**src/rtl/gid_pkg.sv**
```systemverilog
package gid_pkg;

    localparam int ADDR_W = 12;

    localparam logic [ADDR_W-1:0] OFF_SENSE = 12'h404;
    localparam logic [ADDR_W-1:0] OFF_BOTH  = 12'h408;
    localparam logic [ADDR_W-1:0] OFF_POL   = 12'h40C;
    localparam logic [ADDR_W-1:0] OFF_EN    = 12'h410;
    localparam logic [ADDR_W-1:0] OFF_RAW   = 12'h414;
    localparam logic [ADDR_W-1:0] OFF_MSK   = 12'h418;
    localparam logic [ADDR_W-1:0] OFF_CLR   = 12'h41C;

    // per-line event state
    typedef enum logic {
        LN_QUIET   = 1'b0,
        LN_PENDING = 1'b1
    } line_state_e;

    // decoded register selection
    typedef enum logic [2:0] {
        SEL_NONE,
        SEL_SENSE,
        SEL_BOTH,
        SEL_POL,
        SEL_EN,
        SEL_RAW,
        SEL_MSK,
        SEL_CLR
    } reg_sel_e;

    function automatic reg_sel_e decode_addr(input logic [ADDR_W-1:0] a);
        reg_sel_e s;
        case (a)
            OFF_SENSE: s = SEL_SENSE;
            OFF_BOTH:  s = SEL_BOTH;
            OFF_POL:   s = SEL_POL;
            OFF_EN:    s = SEL_EN;
            OFF_RAW:   s = SEL_RAW;
            OFF_MSK:   s = SEL_MSK;
            OFF_CLR:   s = SEL_CLR;
            default:   s = SEL_NONE;
        endcase
        return s;
    endfunction

endpackage

```
**src/rtl/gid_regs.sv**
```systemverilog
module gid_regs
    import gid_pkg::*;
#(
    parameter int N_LINES = 8
) (
    input  logic               clk,
    input  logic               rst_n,
    input  logic               reg_wr,
    input  reg_sel_e           reg_sel,
    input  logic [N_LINES-1:0] reg_wdata,
    input  logic [N_LINES-1:0] raw_status,
    input  logic [N_LINES-1:0] masked_status,
    output logic [N_LINES-1:0] sense_q,
    output logic [N_LINES-1:0] both_q,
    output logic [N_LINES-1:0] pol_q,
    output logic [N_LINES-1:0] en_q,
    output logic [N_LINES-1:0] clr_pulse,
    output logic [N_LINES-1:0] reg_rdata
);

    always_ff @(posedge clk or negedge rst_n) begin
        if (!rst_n) begin
            sense_q <= '0;
            both_q  <= '0;
            pol_q   <= '0;
            en_q    <= '0;
        end else if (reg_wr) begin
            case (reg_sel)
                SEL_SENSE: sense_q <= reg_wdata;
                SEL_BOTH:  both_q  <= reg_wdata;
                SEL_POL:   pol_q   <= reg_wdata;
                SEL_EN:    en_q    <= reg_wdata;
                default:   ;
            endcase
        end
    end

    // clear is a one-cycle strobe, never stored
    always_comb begin
        clr_pulse = '0;
        if (reg_wr && reg_sel == SEL_CLR) clr_pulse = reg_wdata;
    end

    always_comb begin
        unique case (reg_sel)
            SEL_SENSE: reg_rdata = sense_q;
            SEL_BOTH:  reg_rdata = both_q;
            SEL_POL:   reg_rdata = pol_q;
            SEL_EN:    reg_rdata = en_q;
            SEL_RAW:   reg_rdata = raw_status;
            SEL_MSK:   reg_rdata = masked_status;
            SEL_CLR:   reg_rdata = '0;
            SEL_NONE:  reg_rdata = '0;
        endcase
    end

endmodule

```
**src/rtl/gid_line.sv**
```systemverilog
module gid_line
    import gid_pkg::*;
(
    input  logic clk,
    input  logic rst_n,
    input  logic line_in,
    input  logic sense,
    input  logic both,
    input  logic pol,
    input  logic clr,
    output logic raw
);

    line_state_e state_q, state_d;
    logic        prev_q;
    logic        edge_hit;

    always_ff @(posedge clk or negedge rst_n) begin
        if (!rst_n) prev_q <= 1'b0;
        else        prev_q <= line_in;
    end

    // qualifying transition for the selected edge type
    always_comb begin
        if (both)     edge_hit = line_in ^ prev_q;
        else if (pol) edge_hit = line_in & ~prev_q;
        else          edge_hit = ~line_in & prev_q;
    end

    // state register
    always_ff @(posedge clk or negedge rst_n) begin
        if (!rst_n) state_q <= LN_QUIET;
        else        state_q <= state_d;
    end

    // transitions
    always_comb begin
        state_d = state_q;
        if (sense) begin
            state_d = LN_QUIET;
        end else begin
            unique case (state_q)
                LN_QUIET:   if (edge_hit) state_d = LN_PENDING;
                LN_PENDING: if (clr && !edge_hit) state_d = LN_QUIET;
            endcase
        end
    end

    // outputs
    always_comb begin
        if (sense) raw = (line_in == pol);
        else       raw = (state_q == LN_PENDING);
    end

endmodule

```
**src/rtl/gid_status.sv**
```systemverilog
module gid_status #(
    parameter int N_LINES = 8
) (
    input  logic [N_LINES-1:0] raw_status,
    input  logic [N_LINES-1:0] en_q,
    output logic [N_LINES-1:0] masked_status,
    output logic               irq
);

    always_comb begin
        masked_status = raw_status & en_q;
        irq           = |masked_status;
    end

endmodule

```
**src/rtl/gpio_irq_detect.sv**
```systemverilog
module gpio_irq_detect
    import gid_pkg::*;
#(
    parameter int N_LINES = 8
) (
    input  logic                     clk,
    input  logic                     rst_n,
    input  logic [N_LINES-1:0]       line_in,
    input  logic                     reg_wr,
    input  logic [gid_pkg::ADDR_W-1:0] reg_addr,
    input  logic [N_LINES-1:0]       reg_wdata,
    output logic [N_LINES-1:0]       reg_rdata,
    output logic [N_LINES-1:0]       raw_status,
    output logic [N_LINES-1:0]       masked_status,
    output logic                     irq
);

    reg_sel_e           reg_sel;
    logic [N_LINES-1:0] sense_q, both_q, pol_q, en_q, clr_pulse;

    assign reg_sel = decode_addr(reg_addr);

    gid_regs #(.N_LINES(N_LINES)) u_regs (
        .clk           (clk),
        .rst_n         (rst_n),
        .reg_wr        (reg_wr),
        .reg_sel       (reg_sel),
        .reg_wdata     (reg_wdata),
        .raw_status    (raw_status),
        .masked_status (masked_status),
        .sense_q       (sense_q),
        .both_q        (both_q),
        .pol_q         (pol_q),
        .en_q          (en_q),
        .clr_pulse     (clr_pulse),
        .reg_rdata     (reg_rdata)
    );

    for (genvar i = 0; i < N_LINES; i++) begin : g_line
        gid_line u_line (
            .clk     (clk),
            .rst_n   (rst_n),
            .line_in (line_in[i]),
            .sense   (sense_q[i]),
            .both    (both_q[i]),
            .pol     (pol_q[i]),
            .clr     (clr_pulse[i]),
            .raw     (raw_status[i])
        );
    end

    gid_status #(.N_LINES(N_LINES)) u_status (
        .raw_status    (raw_status),
        .en_q          (en_q),
        .masked_status (masked_status),
        .irq           (irq)
    );

endmodule

```
**config.mk**
```make
export PLATFORM = sky130hd
export DESIGN_NAME = gpio_irq_detect
export DESIGN_NICKNAME = d
export VERILOG_FILES = /design/src/rtl/gid_pkg.sv /design/src/rtl/gid_regs.sv /design/src/rtl/gid_line.sv /design/src/rtl/gid_status.sv /design/src/rtl/gpio_irq_detect.sv
export SDC_FILE = /design/constraint.sdc
export NUM_CORES = 1
export LEC_CHECK = 0
export BUFFER_PORTS_ARGS = -buffer_cell sky130_fd_sc_hd__buf_2
export CAP_MARGIN = 20
export CORE_MARGIN = 1
export CORE_UTILIZATION = 51
export CTS_CLUSTER_DIAMETER = 150
export DETAILED_ROUTE_END_ITERATION = 12
export PLACE_DENSITY = 0.77
export SYNTH_ARGS = -nofsm -noshare
export SYNTH_HDL_FRONTEND = slang
export SYNTH_HIERARCHICAL = 1
export SYNTH_SLANG_ARGS = --single-unit
```
**constraint.sdc**
```tcl
create_clock -name clk -period 2.54 [get_ports clk]
set_input_delay 0.254 -clock clk [delete_from_list [all_inputs] [get_ports clk]]
set_output_delay 0.254 -clock clk [all_outputs]
set_load 0.01 [all_outputs]
```
# After elaboration in Yosys (flattened, before gate mapping)
# Index checks and enable logic that the tools add are counted.
word_totals:
  register_bits: 48
  latchBits: 0
  ramBits: 0
  rom_bits: 0
  inputBits: 31
  out_inout_bits: 25
  wordCells: 174
  n_memories: 0
classes:
  addsub: 0
  multipliers: 0
  div: 0
  n_lt_le_gt_ge: 0
  n_eq_ne: 22
  shift: 0
  mux: 59
  n_bitwise: 49
  reduce_logical: 24
op_table:
  columns: ["op", "count"]
  rows:
  - ["12-bit by 11-bit == test with 1-bit output (second input constant)", 7]
  - ["8-bit case mux with 7 select lines", 1]
  - ["1-bit two-way mux", 48]
  - ["1-bit NOT", 24]
  - ["3-bit case mux with 7 select lines", 1]
  - ["1-bit bitwise AND", 16]
  - ["1-bit case mux with 2 select lines", 8]
  - ["3-bit == test (second input constant)", 4]
  - ["1-bit logical AND", 9]
  - ["8-bit bitwise AND", 1]
  - ["1-bit == test", 8]
  - ["1-bit zero test", 8]
  - ["8-bit two-way mux", 1]
  - ["2-bit AND reduction", 4]
  - ["8-bit OR reduction", 1]
  - ["1-bit bitwise XOR", 8]
  - ["3-bit by 2-bit == test with 1-bit output (second input constant)", 2]
  - ["3-bit by 1-bit == test with 1-bit output (second input constant)", 1]
  - ["3-bit zero test", 1]
  - ["2-bit OR reduction", 1]

# Longest topological paths before layout
# Gate-level depths: netlist of the first run.
depth:
  depth_word: 9
  mapped_depth: 7
  mapped_depth_nobuf: 6

# Cells and area by module
# The synthesis of the first run kept the hierarchy.
by_module_without_submodules:
  columns: ["mod", "n_inst", "cells_per_inst", "area_each_um2", "seq_area_each_um2"]
  rows:
  - ["gid_regs", 1, 137, 1767.9, 800.8]
  - ["gid_line", 8, 13, 141.4, 50.0]
  - ["gid_status", 1, 11, 73.8, 0.0]
  - ["gpio_irq_detect", 1, 7, 62.6, 0.0]

# Least setup slack after synthesis of the first run
# OpenSTA, ideal clock, no wires.
synth_path:
  kind: "in2out"
  from: "input port reg_addr[9] in the netlist's numbering"
  to: "output port reg_rdata[0]"
  t_arrival_ns: 2.565
  required_ns: 2.286
  path_slack_ns: -0.279
  path_stages: 6
  n_path_buf: 1
  cell_sequence: "or4b_4 -> nor4_1 -> buf_6 -> mux2_4 -> a222oi_1 -> inv_1"
synth_between:
  elab_chain_cells: 5
  word_cells_on_any_way: 18
  classes_between: "14 x eq/ne; 2 x mux; 2 x reduce/logical"
synth_rtl:
  columns: ["item", "line", "source"]
  rows:
  - ["from (decl)", "gpio_irq_detect.sv:10", "input logic [gid_pkg::ADDR_W-1:0] reg_addr,"]
  - ["12-bit by 11-bit == test with 1-bit output", "gid_pkg.sv:33", "case (a)"]
  - ["3-bit case mux with 7 select lines *", "gid_pkg.sv:33", null]
  - ["via reg_sel[1]", "gpio_irq_detect.sv:18", "reg_sel_e reg_sel;"]
  - ["3-bit == test / 3-bit zero test (equally long branches)", "gid_regs.sv:45", "unique case (reg_sel)"]
  - ["2-bit OR reduction (no source line)", null, null]
  - ["8-bit case mux with 7 select lines *", "gid_regs.sv:45", null]
  - ["to (decl)", "gpio_irq_detect.sv:12", "output logic [N_LINES-1:0] reg_rdata,"]
# Mark *: on every way through the listed nets, which the timed path passes. The rest lies on a longest branch.

# Worst setup path after layout of the first run
layout_path:
  from: "register u_regs.pol_q[1]"
  to: "output port irq"
layout_between:
  elab_chain_cells: 4
layout_rtl:
  columns: ["item", "line", "source"]
  rows:
  - ["from (decl)", "gid_regs.sv:15", "output logic [N_LINES-1:0] pol_q,"]
  - ["from (signal assigned)", "gid_regs.sv:31", "SEL_POL: pol_q <= reg_wdata;"]
  - ["1-bit == test", "gid_line.sv:51", "if (sense) raw = (line_in == pol);"]
  - ["1-bit two-way mux", "gid_line.sv:51", null]
  - ["8-bit bitwise AND", "gid_status.sv:11", "masked_status = raw_status & en_q;"]
  - ["8-bit OR reduction", "gid_status.sv:12", "irq = |masked_status;"]
  - ["to (decl)", "gpio_irq_detect.sv:15", "output logic irq"]
# No other way between the ends.

==> results of run 1 <==
==> metrics by stage <==
stage	hold slack [ns]	cells	util, %
4_1_cts	0.111	419	67.1
6_report	0.113	421	68.5
3_5_place_dp	0.0462	399	62.9
3_3_place_gp	0.0464	399	62.9
2_1_floorplan	-0.0416	259	-
5_1_grt	0.104	421	68.5
==> layout make-up <==
type | instances | share of cell area [%]
tap | 72 | 2.34
timing repair buffer | 91 | 14.9
multi-input combinational | 185 | 47.5
sequential | 48 | 31.3
clock buffer | 8 | 2.34
inverter | 17 | 1.66
==> where the power goes <==
part	internal [mW]	total, mW	switching, mW
sequential	0.783	0.797	0.0144
combinational	0.0879	0.180	0.0921
clock	0.222	0.462	0.240
total	1.09	1.44	0.347
==> registers in the layout, summed over array words and instances (netlist names) <==
| register | count |
|---|---|
| g_line.u_line/prev_q | 8 |
| u_regs/en_q | 8 |
| u_regs/pol_q | 8 |
| g_line.u_line/state_q | 8 |
| u_regs/sense_q | 8 |
| u_regs/both_q | 8 |
==> cells by family after synthesis <==
family,Yosys count
compound gates,32
xor+xnor,8
fa+ha+maj,16
buf+inv,26
flops,48
mux,64
simple gates,65
==> placed cells by master (no fill, tap or decap), drive strengths merged, types with 2 or more instances in the layout <==
cell    Yosys  layout
nand2      12      12
ha         16      16
nand3b      3       3
a21oi       8       8
a221oi      7       7
and2       16      16
dfrtp      48      48
inv        17      17
xnor2       8       8
buf         7      90
o21ai       8       8
clkbuf      2       8
a31oi       7       7
or4b        4       4
nor4        3       3
or2         7       7
and3b       2       2
nand2b      8       8
or4         2       2
nor2b       2       2
mux2       58      58
mux2i       6       6
and2b       2       2
==> critical path, stage by stage (launching register included) <==
cell,delay (ns)
dfrtp_1,0.40
xnor2_1,0.12
mux2_2,0.30
and2_4,0.18
or4_4,0.49
or4_1,0.40
buf_2,0.15
==> routing by layer <==
layer | part of all wire [%] | track usage, % | routed length (um)
met3 | 3.3 | 3.33 | 241
met2 | 49 | 40.8 | 3620
met5 | 0 | 0 | 0
met1 | 46 | 32.1 | 3360
met4 | 2.0 | 6.00 | 146
==> timing repair <==
item,CTS,global route
setup buffers,11,2
pin swaps,8,8
endpoints found under the setup margin,7,9
hold buffers,1,0
hold endpoints to repair,48,0
gates resized for setup,11,17
==> final timing paths <==
path / startpoint / to / slack (ns) / depth (start not counted)
hold reg to reg: u_regs/sense_q[4] / g_line[4].u_line/state_q / 0.48 / 1
setup reg to reg: u_regs/pol_q[1] / g_line[1].u_line/state_q / 1.29 / 5
max in group asynchronous: rst_n / g_line[1].u_line/state_q / 1.79 / 3
hold / removal: line_in[3] / g_line[3].u_line/prev_q / 0.11 / 1
min in group asynchronous: rst_n / g_line[6].u_line/prev_q / 0.27 / 2
setup / recovery: u_regs/pol_q[1] / irq / -0.05 / 6
==> impl_metrics.csv, run 1 <==
group,metric,value,unit
sta,finalSetupTns,-0.0521,ns
sta,fmaxAchievable,0.386,GHz
pwr,powerDensity,375,nW/um2
pwr,peakVddDrop,0.276,mV
sta,min_period,2.59,ns
placement,place_area,3530,um2
die,die_h,79.1,um
run_status,violations,"negative setup slack",
min_path,hold_class,"in2reg",
cts,clock_latency,0.29,ns
die,fp-row-count,27,
run_status,status,"finished, violations left",
sta,max_slew_margin,76.3,%
pwr,p_total,1.44,mW
cts,cts_root_buffer,"clkbuf_8",
sta,fin_worst_skew,0.00277,ns
global_route,grt_pass1_vias,2321,
yosys,synth_top_family_by_area,"multiplexers",
global_route,antenna_found_initial,0,
drt,drt_iter0_drc,114,
pwr,leakage,1.90,nW
run,max_cap_violations,0,
drt,ant_nets,0,
sta,setup_viol,1,
setup_path,start_kind,"register",
layout,diodes,0,
yosys,ys_seq_area_share,39.6,%
layout,drive_above_1_share,52.7,%
yosys,synth_top_cell_by_area,"dfrtp_1",
yosys,postSynthCellCount,259,
yosys,synth.most_common_cell,"dfrtp_1",
yosys,synthFlopType,"dfrtp_1",
yosys,synth_area_leaders,"dfrtp_1 (40%), mux2_2 (15%), mux2_4 (8.4%)",
yosys,yosysTopAreaCellShare,39.6,%
layout,area_growth,26.6,%
drt,vias,2340,
sta,worst_slack,-0.0521,ns
yosys,synth_xor_area_share,2.31,%
layout,fillers,433,
placement,hpwl,5110,um
yosys,synth_adder_area_share,6.60,%
layout,seq_area,1200,um2
layout,final_cell_area,3840,um2
cts,cts_tree,"built",
yosys,synth_cell_type_count,36,
die,initial_core_util,54.1,%
drt,drt_wl_total,7360,um
die,ios,56,
global_route,overflow,0,
setup_path,endpoint_kind,"output port",
layout,fin_nets,395,
cts,h-tree-depth,2,
placement,place.gp.congestion,0.776,
setup_path,crit_fanout,3,
cts,clock-sinks,48,
global_route,grt_max_degree,25,
yosys,yosys-top-cells-count,"dfrtp_1 (48), mux2_2 (41), inv_1 (17), mux2_4 (17), ha_1 (16)",
sta,hold_viol,0,
die,die_w,79.1,um
setup_path,crit_arrival,2.34,ns
yosys,async_reset_ff_share,100,%
sta,finalCritPeriodShare,102,%
yosys,syn-cell-area,3040,um2
placement,pre_cts_slack,-0.0582,ns
yosys,synth_edf_count,0,
cts,cts_max_path_buffers,2,
cts,clkSlewWorstSetupHoldPaths,0.08,ns
layout,multiInputGateArea,1830,um2
sta,slew_violations,0,
yosys,synth_nets,306,
yosys,ys_warn_count,6,
drt,drc,0,
yosys,synth_mux_area_share,25.6,%
drt,wl_per_cell,17.5,um
sta,rsz0062_at_grt,"true",
drt,drt_first_pass_iters,4,
yosys,ys_ff_latch,48,
yosys,synth-simple-area-share,14.0,%
drt,drt-vias-per-instance,5.56,
yosys,syn_area_per_cell,11.7,um2
setup_path,required,2.29,ns
setup_path,path_class,"reg2out",
die,die-area,6260,um2
placement,portBuffers,55,
yosys,synth_compound_area_share,7.67,%
sta,tightest_slew,0.356,ns
global_route,grt_usage,24.0,%
cts,cts_made_buffers,5,
global_route,grt_pass1_wl,11500,um
die,coreArea,5610,um2
Note: power is estimated with default switching activity, not from simulation.
==> run 2: changes to the inputs <==
--- a/config.mk
+++ b/config.mk
@@ -5,13 +5,14 @@
 export SDC_FILE = /design/constraint.sdc
 export NUM_CORES = 1
 export LEC_CHECK = 0
+export ABC_AREA = 1
 export BUFFER_PORTS_ARGS = -buffer_cell sky130_fd_sc_hd__buf_2
 export CAP_MARGIN = 20
 export CORE_MARGIN = 1
-export CORE_UTILIZATION = 51
+export CORE_UTILIZATION = 61
 export CTS_CLUSTER_DIAMETER = 150
 export DETAILED_ROUTE_END_ITERATION = 12
-export PLACE_DENSITY = 0.77
+export PLACE_DENSITY = 0.86
 export SYNTH_ARGS = -nofsm -noshare
 export SYNTH_HDL_FRONTEND = slang
 export SYNTH_HIERARCHICAL = 1
==> constraint.sdc (replaced) <==
create_clock -name clk -period 3.2 [get_ports clk]
set_input_delay 0.32 -clock clk [delete_from_list [all_inputs] [get_ports clk]]
set_output_delay 0.32 -clock clk [all_outputs]
set_load 0.01 [all_outputs]
==> impl_metrics.csv, run 2 <==
group,metric,value,unit
sta,finalCritPeriodShare,81.4,%
layout,fin_nets,596,
layout,layout_common_cells,"inv_1 (119), nand2_1 (119), nor2_1 (68)",
setup_path,critPathTopFamily,"buffers and inverters",
global_route,grt_max_degree,49,
global_route,overflow,0,
run_status,status,"complete, no violations",
yosys,yosysTopAreaCellShare,36.2,%
die,ios,56,
yosys,ys_ff_latch,48,
sta,finalSetupTns,0,ns
yosys,synth_area_leaders,"dfrtp_1 (36%), inv_1 (13%), nand2_1 (13%)",
sta,max_slew_margin,50.5,%
layout,fillers,418,
placement,place.gp.congestion,0.808,
cts,holdBufCountCts,0,
layout,area_growth,13.2,%
layout,fin_util,72.6,%
die,die-area,5740,um2
yosys,synth_edf_count,0,
cts,cts_max_path_buffers,2,
cts,clock-sinks,48,
setup_path,crit_fanout,22,
drt,drt_iter0_drc,299,
pwr,powerDensity,283,nW/um2
cts,cts_root_buffer,"clkbuf_8",
yosys,postSynthCellCount,491,
yosys,synth_top_cell_by_area,"dfrtp_1",
yosys,syn-cell-area,3320,um2
min_path,hold_class,"in2reg",
sta,tightest_slew,0.740,ns
drt,drt_first_pass_iters,5,
cts,clkSlewWorstSetupHoldPaths,0.08,ns
setup_path,required,2.88,ns
global_route,grt_usage,27.8,%
setup_path,start_kind,"primary input",
die,die_h,75.8,um
sta,hold_viol,0,
yosys,synth_nets,538,
cts,ctsResizeCount,0,
pwr,peakVddDrop,0.205,mV
setup_path,worst_path_most_repeated_cell,"nor2_1",
layout,drive_above_1_share,20.2,%
setup_path,endpoint_kind,"output port",
setup_path,path_class,"in2out",
yosys,yosys-top-cells-count,"inv_1 (119), nand2_1 (119), nor2_1 (68)",
drt,drt-vias-per-instance,5.08,
cts,cts_made_buffers,5,
sta,setup_viol,0,
cts,clock_latency,0.30,ns
cts,cts_setup_buffers,0,
die,initial_core_util,64.2,%
yosys,synth_cell_type_count,23,
drt,ant_nets,0,
drt,drc,0,
sta,min_period,2.60,ns
die,coreArea,5170,um2
setup_path,path_cells,"buf_2, nor2_1, inv_1, nor2_1, nand3_1, inv_1, inv_1, nand3_1, nor2_1, nor2_1, nand3_1, buf_2",
setup_path,crit_slowest_cell,"inv_1",
global_route,grt_pass1_wl,11800,um
placement,portBuffers,55,
global_route,grt_pass1_vias,2819,
placement,place_inst,610,
die,fp-row-count,26,
setup_path,cp_num_buf_inv,5,
sta,fin_worst_skew,0.0117,ns
cts,h-tree-depth,2,
layout,diodes,0,
setup_path,crit_arrival,2.28,ns
drt,vias,3147,
sta,rsz0062_at_grt,"false",
pwr,leakage,2.07,nW
yosys,syn_area_per_cell,6.76,um2
die,die_w,75.8,um
placement,hpwl,5400,um
global_route,antenna_found_initial,0,
cts,cts_tree,"built",
sta,fmaxAchievable,0.384,GHz
drt,drt_wl_total,7280,um
sta,slew_violations,0,
run,max_cap_violations,0,
yosys,async_reset_ff_share,100,%
pwr,p_total,1.06,mW
yosys,ys_seq_area_share,36.2,%
layout,stdcell_count,619,
drt,wl_per_cell,11.8,um
yosys,synthFlopType,"dfrtp_1",
yosys,ys_warn_count,6,
setup_path,max_stage_delay,0.50,ns
==> run 2: cell types whose count changed after synthesis, moves of 17 or more <==
cell,delta
nand2_1,+107
o21ai_0,+24
mux2_4,-17
mux2_2,-41
nand3_1,+20
inv_1,+102
nor2_1,+67
==> run 2: report_power, final <==
group          internal (mW)  switching, mW
sequential             0.613        0.00425
combinational         0.0395         0.0659
clock                  0.149          0.192
total                  0.801          0.262
==> run 2: routing by layer <==
layer	up-vias	GRT usage (%)	part of all wire [%]	routed length, um
met4	0	11.3	2.0	142
met2	110	48.8	49	3580
met3	13	4.37	5.8	424
met5	-	0	0	0
li1	1596	-	-	-
met1	1428	34.1	43	3130
==> run 2: logic make-up (layout without fill, tap and decap cells) <==
group | Yosys count | after routing | share of synthesized area [%]
adders and majority gates | 16 | 16 | 6.03
and+or+nand+nor | 241 | 241 | 32.1
buffers and inverters | 136 | 194 | 15.9
DFF | 48 | 48 | 36.2
AOI/OAI and AO/OA | 50 | 50 | 9.77
==> run 2: worst reg2reg max path: cells and delay by family (launching register included) <==
kind	cells	cell delay, ns
DFF	1	0.39
adders and majority gates	1	0.27
buffers and inverters	2	0.09
AOI/OAI and AO/OA	1	0.12
and+or+nand+nor	2	0.10
==> run 2: area by class of cell <==
| cell class | instances | area [um2] | share of cell area, % |
|---|---|---|---|
| clock inverter | 1 | 5.00 | 0.133 |
| tap | 70 | 87.6 | 2.33 |
| sequential | 48 | 1200 | 32.0 |
| inverter | 128 | 480 | 12.8 |
| clock buffer | 6 | 72.6 | 1.93 |
| timing repair buffer | 59 | 320 | 8.53 |
| multi-input combinational | 307 | 1590 | 42.3 |
==> run 2: path summary, 6_finish.rpt <==
check,start,to,slack (ns),depth (start not counted)
max in group asynchronous,rst_n,u_regs/pol_q[3],2.22,3
worst max register to register,g_line[4].u_line/prev_q,g_line[4].u_line/state_q,2.13,6
min in group asynchronous,rst_n,u_regs/sense_q[1],0.47,2
worst min register to register,u_regs/sense_q[6],g_line[6].u_line/state_q,0.50,1
worst max-delay path,reg_addr[9],reg_rdata[7],0.60,12
worst min-delay path,line_in[2],g_line[2].u_line/prev_q,0.17,1
==> run 2: per-stage QoR <==
step                      setup WS [ns]  area, um2  hold WS [ns]
after floorplan                    1.14       3320        0.0244
after global placement            0.711       3650         0.472
after detailed placement          0.640       3650         0.475
after CTS                         0.631       3730         0.158
after global routing              0.380       3760         0.161
final                             0.595       3760         0.165
==> run 3: changes to the inputs <==
--- a/config.mk
+++ b/config.mk
@@ -5,14 +5,14 @@
 export SDC_FILE = /design/constraint.sdc
 export NUM_CORES = 1
 export LEC_CHECK = 0
-export ABC_AREA = 1
+export ABC_AREA = 0
 export BUFFER_PORTS_ARGS = -buffer_cell sky130_fd_sc_hd__buf_2
 export CAP_MARGIN = 20
 export CORE_MARGIN = 1
-export CORE_UTILIZATION = 61
+export CORE_UTILIZATION = 51
 export CTS_CLUSTER_DIAMETER = 150
 export DETAILED_ROUTE_END_ITERATION = 12
-export PLACE_DENSITY = 0.86
+export PLACE_DENSITY = 0.77
 export SYNTH_ARGS = -nofsm -noshare
 export SYNTH_HDL_FRONTEND = slang
 export SYNTH_HIERARCHICAL = 1
==> constraint.sdc (replaced) <==
create_clock -name clk -period 2.13 [get_ports clk]
set_input_delay 0.213 -clock clk [delete_from_list [all_inputs] [get_ports clk]]
set_output_delay 0.213 -clock clk [all_outputs]
set_load 0.01 [all_outputs]
==> impl_metrics.csv, run 3 (synthesis results as in run 1) <==
group,metric,value,unit
pwr,powerDensity,417,nW/um2
setup_path,cp_num_buf_inv,1,
layout,final_cell_area,4230,um2
drt,route.met2.wl,4310,um
drt,drt-vias-per-instance,5.51,
drt,drc,0,
cts,cts_made_buffers,5,
sta,worst_slack,-0.435,ns
placement,place_area,3790,um2
sta,fin_worst_skew,0.0112,ns
layout,fin_util,75.3,%
cts,cts_tree,"built",
sta,tightest_slew,0.654,ns
global_route,antenna_found_initial,0,
setup_path,crit_fanout,2,
drt,wl_per_cell,18.2,um
setup_path,required,1.92,ns
sta,setup_viol,32,
setup_path,path_class,"reg2out",
drt,met1_length,3420,um
run_status,status,"finished, violations left",
run_status,violations,"negative setup slack",
sta,max_slew_margin,56.4,%
run,max_cap_violations,0,
cts,clock-sinks,48,
sta,finalCritPeriodShare,120,%
setup_path,endpoint_kind,"output port",
die,die_h,79.1,um
sta,finalSetupTns,-3.84,ns
die,fp-row-count,27,
sta,rsz0062_at_grt,"true",
cts,clock_latency,0.30,ns
pwr,peakVddDrop,0.339,mV
setup_path,max_stage_delay,0.54,ns
placement,place_inst,427,
drt,drt_wl_total,8180,um
cts,clkSlewWorstSetupHoldPaths,0.09,ns
drt,ant_nets,0,
global_route,grt_pass1_wl,12100,um
layout,diodes,0,
setup_path,critPathTopFamily,"simple AND/OR/NAND/NOR gates",
sta,hold_viol,0,
drt,wl_met3,385,um
setup_path,start_kind,"register",
global_route,grt_pass1_vias,2494,
drt,vias,2476,
sta,min_period,2.56,ns
setup_path,crit_arrival,2.35,ns
pwr,leakage,2.09,nW
layout,final_common_cell,"buf_2",
die,die_w,79.1,um
placement,portBuffers,55,
drt,drt_first_pass_iters,4,
sta,fmaxAchievable,0.390,GHz
global_route,grt_max_degree,27,
placement,hpwl,5240,um
layout,fin_nets,423,
layout,area_growth,39.2,%
cts,cts_root_buffer,"clkbuf_8",
global_route,overflow,0,
cts,h-tree-depth,2,
cts,cts_max_path_buffers,2,
layout,layout_common_cells,"buf_2 (51), dfrtp_1 (48), buf_4 (46)",
layout,drive_above_1_share,58.4,%
global_route,grt_usage,25.2,%
setup_path,worst_path_most_repeated_cell,"or4_4",
setup_path,crit_slowest_cell,"or4_4",
placement,pre_cts_slack,-0.360,ns
setup_path,path_cells,"xnor2_1, mux2_4, and2_4, or4_4, or4_4, buf_6",
die,initial_core_util,54.1,%
pwr,p_total,1.76,mW
layout,stdcell_count,449,
die,die-area,6260,um2
placement,place.gp.congestion,0.771,
sta,slew_violations,0,
drt,drt_iter0_drc,145,
drt,routed.top_layer,"met4",
sta,fin_hold_ws,0.0690,ns
min_path,hold_class,"in2reg",
die,ios,56,
die,coreArea,5610,um2
-- run 3: cell count changes in the layout (fill, tap and decap cells not counted), moves of 17 or more --
cell	previous run	this run
mux2_4	0	32
buf_6	0	17
o21ai_0	24	0
nand2_1	119	12
nor2_1	68	1
buf_4	2	46
nand3_1	20	0
inv_1	119	17
mux2_2	0	26
-- run 3: worst reg2reg max path, cell delays in order, from the launching register on --
cell     delay (ns)
dfrtp_1        0.41
buf_4          0.15
mux2_4         0.29
o21ai_2        0.11
a21oi_1        0.10
-- run 3: layout make-up --
class | instances | area (um2)
multi-input cells | 185 | 1900
repair buffers | 119 | 877
clock buffers | 8 | 90.1
flip-flops and latches | 48 | 1200
fillers | 370 | 1380
well taps | 72 | 90.1
inverters | 17 | 63.8
-- run 3: worst paths after layout --
path / from / to / slack, ns / cells after the start
max in group asynchronous: rst_n / g_line[5].u_line/prev_q / 1.10 / 3
setup / recovery: u_regs/pol_q[3] / irq / -0.43 / 6
hold reg to reg: u_regs/sense_q[5] / g_line[5].u_line/state_q / 0.52 / 1
min in group asynchronous: rst_n / u_regs/pol_q[6] / 0.46 / 2
hold / removal: line_in[4] / g_line[4].u_line/prev_q / 0.07 / 1
setup reg to reg: u_regs/pol_q[7] / g_line[7].u_line/state_q / 0.96 / 4
-- run 3: routing by layer --
metal,vias up,GRT usage (%)
li1,1152,-
met1,1238,32.1
met2,78,44.0
met3,8,4.25
met4,0,6.91
met5,-,0
-- run 3: power by group --
part | internal [mW] | total [mW] | switching, mW
combinational | 0.126 | 0.243 | 0.117
clock | 0.266 | 0.568 | 0.302
sequential | 0.934 | 0.952 | 0.0179
total | 1.33 | 1.76 | 0.437
-- run 3: repair_timing --
action,4_1_cts,5_1_grt
gates resized for setup,18,34
pin swaps,8,14
endpoints found under the setup margin,14,29
buffers inserted,5,9
hold buffers,1,0
hold endpoints to repair,25,0
